[config.mk]
export PLATFORM = sky130hd
export DESIGN_NAME = alc_layer_blend
export DESIGN_NICKNAME = d
export VERILOG_FILES = /design/src/rtl/alc_pkg.sv /design/src/rtl/alc_cfg_regs.sv /design/src/rtl/alc_alpha_expand.sv /design/src/rtl/alc_blend_lane.sv /design/src/rtl/alc_layer_blend.sv
export SDC_FILE = /design/constraint.sdc
export NUM_CORES = 2
export LEC_CHECK = 0
export BUFFER_PORTS_ARGS = -buffer_cell sky130_fd_sc_hd__buf_2
export CORE_MARGIN = 8
export CORE_UTILIZATION = 60
export DETAILED_ROUTE_END_ITERATION = 12
export PLACE_DENSITY = 0.77
export SLEW_MARGIN = 10
export SYNTH_ARGS = -nofsm -noshare
export SYNTH_HDL_FRONTEND = slang
export SYNTH_SLANG_ARGS = --single-unit
[constraint.sdc]
create_clock -name clk -period 16.9 [get_ports clk]
set_input_delay 1.69 -clock clk [delete_from_list [all_inputs] [get_ports clk]]
set_output_delay 1.69 -clock clk [all_outputs]
set_load 0.02 [all_outputs]
[src/rtl/alc_pkg.sv]
package alc_pkg;
    localparam int CTRL_EN_BIT = 0;
    localparam int CTRL_MODE_LSB = 12;
    localparam int CTRL_PREMUL_BIT = 14;
    localparam int CTRL_PALPHA_LSB = 16;
    localparam logic [1:0] MODE_PLANE = 2'd2;
    localparam logic [1:0] MODE_PIXEL = 2'd3;
    localparam logic [1:0] AW_ONE = 2'd1;
    localparam logic [1:0] AW_TWO = 2'd2;
    localparam logic [31:0] LUT_RESET = 32'hFFAA5500;

    typedef enum logic [1:0] {
        BK_DST    = 2'd0,
        BK_SRC    = 2'd1,
        BK_MIX    = 2'd2,
        BK_PREMUL = 2'd3
    } blend_kind_e;
endpackage

[src/rtl/alc_cfg_regs.sv]
module alc_cfg_regs
    import alc_pkg::*;
#(
    parameter int CH_W = 8,
    parameter int CFG_W = 32
) (
    input  logic             clk,
    input  logic             rst_n,
    input  logic             cfg_we,
    input  logic             cfg_sel,
    input  logic [CFG_W-1:0] cfg_wdata,
    output logic             layer_en,
    output logic [1:0]       mode,
    output logic             premul,
    output logic [CH_W-1:0]  plane_alpha,
    output logic [CFG_W-1:0] lut
);
    always_ff @(posedge clk or negedge rst_n) begin
        if (!rst_n) begin
            layer_en    <= 1'b0;
            mode        <= 2'd0;
            premul      <= 1'b0;
            plane_alpha <= '0;
            lut         <= LUT_RESET;
        end else if (cfg_we) begin
            if (cfg_sel) begin
                lut <= cfg_wdata;
            end else begin
                layer_en    <= cfg_wdata[CTRL_EN_BIT];
                mode        <= cfg_wdata[CTRL_MODE_LSB +: 2];
                premul      <= cfg_wdata[CTRL_PREMUL_BIT];
                plane_alpha <= cfg_wdata[CTRL_PALPHA_LSB +: CH_W];
            end
        end
    end

    // a table write lands in the table one edge later
    a_r2_lut_write: assert property (@(posedge clk) disable iff (!rst_n)
        (cfg_we && cfg_sel) |=> (lut == $past(cfg_wdata)));
endmodule

[src/rtl/alc_alpha_expand.sv]
module alc_alpha_expand
    import alc_pkg::*;
#(
    parameter int CH_W = 8
) (
    input  logic [1:0]        awidth,
    input  logic [CH_W-1:0]   alpha_raw,
    input  logic [4*CH_W-1:0] lut,
    output logic [CH_W-1:0]   alpha_full
);
    logic [1:0] idx;

    always_comb begin
        idx = (awidth == AW_ONE) ? {2{alpha_raw[0]}} : alpha_raw[1:0];
        if (awidth == AW_ONE || awidth == AW_TWO) begin
            alpha_full = lut[idx*CH_W +: CH_W];
        end else begin
            alpha_full = alpha_raw;
        end
    end
endmodule

[src/rtl/alc_blend_lane.sv]
module alc_blend_lane
    import alc_pkg::*;
#(
    parameter int CH_W = 8
) (
    input  blend_kind_e     kind,
    input  logic [CH_W-1:0] alpha,
    input  logic [CH_W-1:0] src,
    input  logic [CH_W-1:0] dst,
    output logic [CH_W-1:0] pix
);
    localparam int PW = 2*CH_W + 2;
    localparam logic [PW-1:0] MAXV = PW'((1 << CH_W) - 1);
    localparam logic [PW-1:0] HALF = MAXV >> 1;

    logic [PW-1:0] inv_a, dst_part, mix_q, sum;

    always_comb begin
        inv_a    = MAXV - PW'(alpha);
        dst_part = PW'(dst) * inv_a;
        mix_q    = (PW'(src) * PW'(alpha) + dst_part + HALF) / MAXV;
        sum      = PW'(src) + (dst_part + HALF) / MAXV;
        unique case (kind)
            BK_DST:    pix = dst;
            BK_SRC:    pix = src;
            BK_MIX:    pix = (mix_q > MAXV) ? MAXV[CH_W-1:0] : mix_q[CH_W-1:0];
            BK_PREMUL: pix = (sum > MAXV) ? MAXV[CH_W-1:0] : sum[CH_W-1:0];
        endcase
    end

    // a straight blend lies between its two inputs
    always_comb begin
        if (kind == BK_MIX) begin
            a_r7_mix_range: assert ((pix >= src && pix <= dst) || (pix >= dst && pix <= src));
        end
    end

    // premultiplied output never drops below the layer colour
    always_comb begin
        if (kind == BK_PREMUL) begin
            a_r8_premul_floor: assert (pix >= src);
        end
    end
endmodule

[src/rtl/alc_layer_blend.sv]
module alc_layer_blend
    import alc_pkg::*;
#(
    parameter int CH_W = 8,
    parameter int N_CH = 3,
    parameter int CFG_W = 32
) (
    input  logic                 clk,
    input  logic                 rst_n,
    input  logic                 cfg_we,
    input  logic                 cfg_sel,
    input  logic [CFG_W-1:0]     cfg_wdata,
    input  logic                 in_valid,
    output logic                 in_ready,
    input  logic [1:0]           in_awidth,
    input  logic [CH_W-1:0]      in_alpha,
    input  logic [N_CH*CH_W-1:0] in_src,
    input  logic [N_CH*CH_W-1:0] in_dst,
    output logic                 out_valid,
    input  logic                 out_ready,
    output logic [N_CH*CH_W-1:0] out_pix
);
    localparam int PIX_W = N_CH * CH_W;

    logic             layer_en, premul;
    logic [1:0]       mode;
    logic [CH_W-1:0]  plane_alpha, pix_alpha;
    logic [CFG_W-1:0] lut;

    blend_kind_e     kind_d, s1_kind;
    logic [CH_W-1:0] alpha_d, s1_alpha;
    logic [PIX_W-1:0] s1_src, s1_dst, lane_pix;
    logic            s1_valid, s2_valid, advance, accept;

    alc_cfg_regs #(.CH_W(CH_W), .CFG_W(CFG_W)) u_cfg (
        .clk(clk), .rst_n(rst_n), .cfg_we(cfg_we), .cfg_sel(cfg_sel),
        .cfg_wdata(cfg_wdata), .layer_en(layer_en), .mode(mode),
        .premul(premul), .plane_alpha(plane_alpha), .lut(lut)
    );

    alc_alpha_expand #(.CH_W(CH_W)) u_exp (
        .awidth(in_awidth), .alpha_raw(in_alpha),
        .lut(lut[4*CH_W-1:0]), .alpha_full(pix_alpha)
    );

    // blend-kind decode
    always_comb begin
        alpha_d = pix_alpha;
        if (!layer_en) begin
            kind_d = BK_DST;
        end else begin
            unique case (mode)
                MODE_PLANE: begin
                    kind_d  = BK_MIX;
                    alpha_d = plane_alpha;
                end
                MODE_PIXEL: kind_d = premul ? BK_PREMUL : BK_MIX;
                default:    kind_d = BK_SRC;
            endcase
        end
    end

    assign advance  = !s2_valid || out_ready;
    assign in_ready = advance;
    assign accept   = in_valid && advance;

    // stage 1: decoded kind, alpha and operands
    always_ff @(posedge clk or negedge rst_n) begin
        if (!rst_n) begin
            s1_valid <= 1'b0;
            s1_kind  <= BK_DST;
            s1_alpha <= '0;
            s1_src   <= '0;
            s1_dst   <= '0;
        end else if (advance) begin
            s1_valid <= accept;
            if (accept) begin
                s1_kind  <= kind_d;
                s1_alpha <= alpha_d;
                s1_src   <= in_src;
                s1_dst   <= in_dst;
            end
        end
    end

    for (genvar c = 0; c < N_CH; c++) begin : g_lane
        alc_blend_lane #(.CH_W(CH_W)) u_lane (
            .kind(s1_kind), .alpha(s1_alpha),
            .src(s1_src[c*CH_W +: CH_W]), .dst(s1_dst[c*CH_W +: CH_W]),
            .pix(lane_pix[c*CH_W +: CH_W])
        );
    end

    // stage 2: composited result
    always_ff @(posedge clk or negedge rst_n) begin
        if (!rst_n) begin
            s2_valid <= 1'b0;
            out_pix  <= '0;
        end else if (advance) begin
            s2_valid <= s1_valid;
            if (s1_valid) begin
                out_pix <= lane_pix;
            end
        end
    end

    assign out_valid = s2_valid;

    a_r9_hold_output: assert property (@(posedge clk) disable iff (!rst_n)
        (out_valid && !out_ready) |=> (out_valid && $stable(out_pix)));

    a_r9_stall_blocks_input: assert property (@(posedge clk) disable iff (!rst_n)
        (out_valid && !out_ready) |-> !in_ready);

    // nothing enters stage 2 while it is stalled
    a_r10_no_overwrite: assert property (@(posedge clk) disable iff (!rst_n)
        (out_valid && !out_ready && s1_valid) |=> (s1_valid && out_valid));
endmodule

==> summary.json <==
{
  "outcome": {
    "status": "finished clean"
  },
  "route": {
    "drc": 0,
    "via_per_inst": 6.51,
    "detail_route.wl_per_cell_um": 19.3,
    "vias_after_detailed_routing": 38600,
    "postRouteAntennaNets": 0,
    "postRouteWirelength_um": 115000,
    "total_iterations_of_the_first_detailed_routing_run": 8,
    "detailedRoute.firstIterationViolations": 3266
  },
  "clock_network": {
    "clock_latency_ns": 0.50,
    "cts_made_buffers": 17,
    "clkSlewWorstSetupHoldPaths_ns": 0.07,
    "clock_tree.buffer_depth": 2,
    "root_buffer": "sky130_fd_sc_hd__clkbuf_16",
    "cts_max_level": 4,
    "tritoncts": "done",
    "cts_num_sinks": 128
  },
  "timing": {
    "worst_case_hold_slack_ns": 0.479,
    "slew_violations": 0,
    "worstMarginPinSlew_ns": 1.12,
    "setup_viol": 0,
    "timing.final.hold_violations": 0,
    "max-slew-margin-rel_pct": 23.4,
    "fin_worst_skew_ns": 0.0204,
    "finalCritPeriodShare_pct": 95.9,
    "max_freq_ghz": 0.0617,
    "finalWorstPathRequiredPeriod_ns": 16.20
  },
  "run": {
    "drv_cap": 0
  },
  "synth": {
    "yosysSeqAreaShare_pct": 8.20,
    "seq_cells_post_synth": 128,
    "post_synth.cell_area_avg_sq_um": 7.80,
    "number_of_synthesized_flops_with_an_enable_pin": 0,
    "async_flop_share_pct": 100,
    "yosys.cell_types.count": 136,
    "synth_cells": 5039,
    "post_synth_instance_area_sq_um": 39300,
    "mappedNetlistNets": 5715,
    "dominantRegCellSynth": "sky130_fd_sc_hd__dfrtp_1",
    "synth.yosys.warnings": 0
  },
  "die": {
    "floorplan.die_area_sq_um": 74000,
    "floorplan.initialDensity_pct": 60.2,
    "io_pins": 122,
    "coreArea_sq_um": 65300,
    "floorplan.rows": 94,
    "dieHeight_um": 272,
    "die_boundary_width_um": 272
  },
  "global_routing": {
    "grt_max_degree": 70,
    "grt_first_pass_wirelength_um": 186000,
    "grt.total_usage_pct": 29.7,
    "grt_antenna_before_repair": 3,
    "gr_overflow_total": 0,
    "first_global_vias": 37000
  },
  "hold_path": {
    "whs_path_depth": 2,
    "hold_path_class": "register to register",
    "timing.hold.worst.start": "out_pix[13]",
    "whs_endpoint": "out_pix[13]"
  },
  "placement": {
    "hpwlAfterDp_um": 89900,
    "place_congestion": 0.944,
    "post-place-cells": 5890,
    "port-buffer-count": 121
  },
  "worst_setup_path": {
    "r2r.worst_path.cells": 53,
    "reg2reg_to": "out_pix[8]",
    "timing.rr.start": "s1_alpha[1]",
    "worstSetupStartpointType": "register",
    "worstSetupPathType": "register to register",
    "cp_slowest_cell": "sky130_fd_sc_hd__or4b_1",
    "timing.critical_path.slowest_cell_delay_ns": 0.63,
    "critical_path.most_common_cell": "sky130_fd_sc_hd__fa_1",
    "worstSetupEndpointType": "register",
    "reg2reg_setup_slack_ns": 0.70,
    "worstPathRequired_ns": 17.24,
    "cp_max_fo": 36,
    "worst_ep_arrival_time_ns": 16.54
  },
  "cells_and_area": {
    "areaGrowthSynthToFinish_pct": 6.49,
    "share_of_final_layout_standard_cells_stronger_than_drive_strength_1_pct": 12.3,
    "final_cell_count_no_fill": 5936,
    "design.final.nets": 5733,
    "layout.cells.most_common_list": "sky130_fd_sc_hd__inv_1, sky130_fd_sc_hd__nand2_1, sky130_fd_sc_hd__ha_1, sky130_fd_sc_hd__nor2_1, sky130_fd_sc_hd__fa_1",
    "mostFrequentLayoutCell": "sky130_fd_sc_hd__inv_1"
  }
}
cell families after synthesis:
family	Yosys count	share of synthesized area (%)
flip-flops	128	8.20
XOR/XNOR	257	6.00
AND/OR/NAND/NOR	1874	25.4
adder cells (fa/ha/maj)	584	23.8
multiplexers	180	5.20
buffers and inverters	678	6.74
AO/OA/AOI/OAI	1338	24.7
final cells by class:
cell class                      instances  area [sq um]
Antenna cell                            2          5.00
Clock buffer                           17           425
Clock inverter                         15           135
Fill cell                            5753         23400
Inverter                              501          1890
Multi-Input combinational cell       4233         34000
Sequential cell                       128          3240
Tap cell                              864          1080
Timing Repair Buffer                  176          1060
cells in the mapped netlist (24+ instances only):
library cell                 n  area, sq um
sky130_fd_sc_hd__a211o_1    41          359
sky130_fd_sc_hd__a211oi_1   76          571
sky130_fd_sc_hd__a21o_1     69          518
sky130_fd_sc_hd__a21oi_1   255         1280
sky130_fd_sc_hd__a31o_2     24          210
sky130_fd_sc_hd__a31oi_1    62          388
sky130_fd_sc_hd__a41oi_1    24          210
sky130_fd_sc_hd__and2_1    140          876
sky130_fd_sc_hd__and3_1     74          463
sky130_fd_sc_hd__and4_1     24          210
sky130_fd_sc_hd__clkbuf_1  121          454
sky130_fd_sc_hd__dfrtp_1   112         2800
sky130_fd_sc_hd__fa_1      273         5470
sky130_fd_sc_hd__ha_1      307         3840
sky130_fd_sc_hd__inv_1     496         1860
sky130_fd_sc_hd__mux2_2    119         1340
sky130_fd_sc_hd__mux2i_1    52          521
sky130_fd_sc_hd__nand2_1   434         1630
sky130_fd_sc_hd__nand2b_1   69          432
sky130_fd_sc_hd__nand3_1   145          726
sky130_fd_sc_hd__nand4_1    57          357
sky130_fd_sc_hd__nor2_1    299         1120
sky130_fd_sc_hd__nor2b_1   197         1230
sky130_fd_sc_hd__nor3_1    133          666
sky130_fd_sc_hd__nor3b_1    30          225
sky130_fd_sc_hd__nor4_1     48          300
sky130_fd_sc_hd__o211ai_1   50          375
sky130_fd_sc_hd__o21a_1     61          458
sky130_fd_sc_hd__o21ai_0   207         1040
sky130_fd_sc_hd__o21ai_1    27          135
sky130_fd_sc_hd__o21bai_1   28          210
sky130_fd_sc_hd__o22ai_1    29          181
sky130_fd_sc_hd__o31ai_1    31          233
sky130_fd_sc_hd__or2_2      45          282
sky130_fd_sc_hd__or3_1      55          344
sky130_fd_sc_hd__xnor2_1   168         1470
sky130_fd_sc_hd__xor2_1     80          701
through the flow:
stage	setup TNS, ns	utilization, %	worst slack [ns]	area, sq um
2_1_floorplan	0	-	1.93	39300
3_3_place_gp	0	62.2	0.564	40600
3_5_place_dp	0	62.2	0.263	40600
5_1_grt	-0.134	64.1	-0.0813	41900
4_1_cts	0	63.0	0.223	41100
6_report	0	64.1	0.696	41900
state kept, by name, summed over array words and instances, names as in the netlist:
register / count
s1_valid: 1
u_cfg.plane_alpha: 8
u_cfg.mode: 2
out_valid: 1
u_cfg.layer_en: 1
out_pix: 24
s1_dst: 24
u_cfg.premul: 1
u_cfg.lut: 32
s1_alpha: 8
s1_src: 24
s1_kind: 2
worst max-delay path, delay by kind of cell (launching register included):
family | cells | cell delay (ns)
AOI/OAI and AO/OA | 21 | 5.58
xor gates and xnor gates | 1 | 0.22
adders and majority gates | 12 | 5.11
muxes | 1 | 0.38
and+or+nand+nor | 12 | 3.52
buffers and inverters | 6 | 0.66
DFF | 1 | 0.53
worst max path at each step:
stage,cells past startpoint,startpoint,to,slack [ns]
2_1_floorplan,58,s1_alpha[0],out_pix[8],1.93
3_3_place_gp,53,s1_alpha[0],out_pix[16],0.56
3_5_place_dp,52,s1_alpha[2],out_pix[0],0.26
4_1_cts,52,s1_alpha[2],out_pix[0],0.22
5_1_grt,54,s1_alpha[2],out_pix[8],-0.08
6_report,53,s1_alpha[1],out_pix[8],0.70
layer usage:
| metal | vias up | track usage (%) | share of wire [%] |
|---|---|---|---|
| met1 | 18500 | 39.8 | 43 |
| met5 | - | 0 | 0.024 |
| li1 | 18300 | - | - |
| met4 | 4 | 10.6 | 3.5 |
| met2 | 1608 | 48.7 | 46 |
| met3 | 272 | 4.10 | 7.7 |
timing repair:
item | CTS | global route
setup endpoints to repair | 0 | 23
buffers inserted | 0 | 12
resized for setup | 0 | 116
hold buffers | 0 | 0
Power is left out: the tool's default activity adds up to more than one toggle a clock period on the data nets, which glitch-free logic cannot reach.
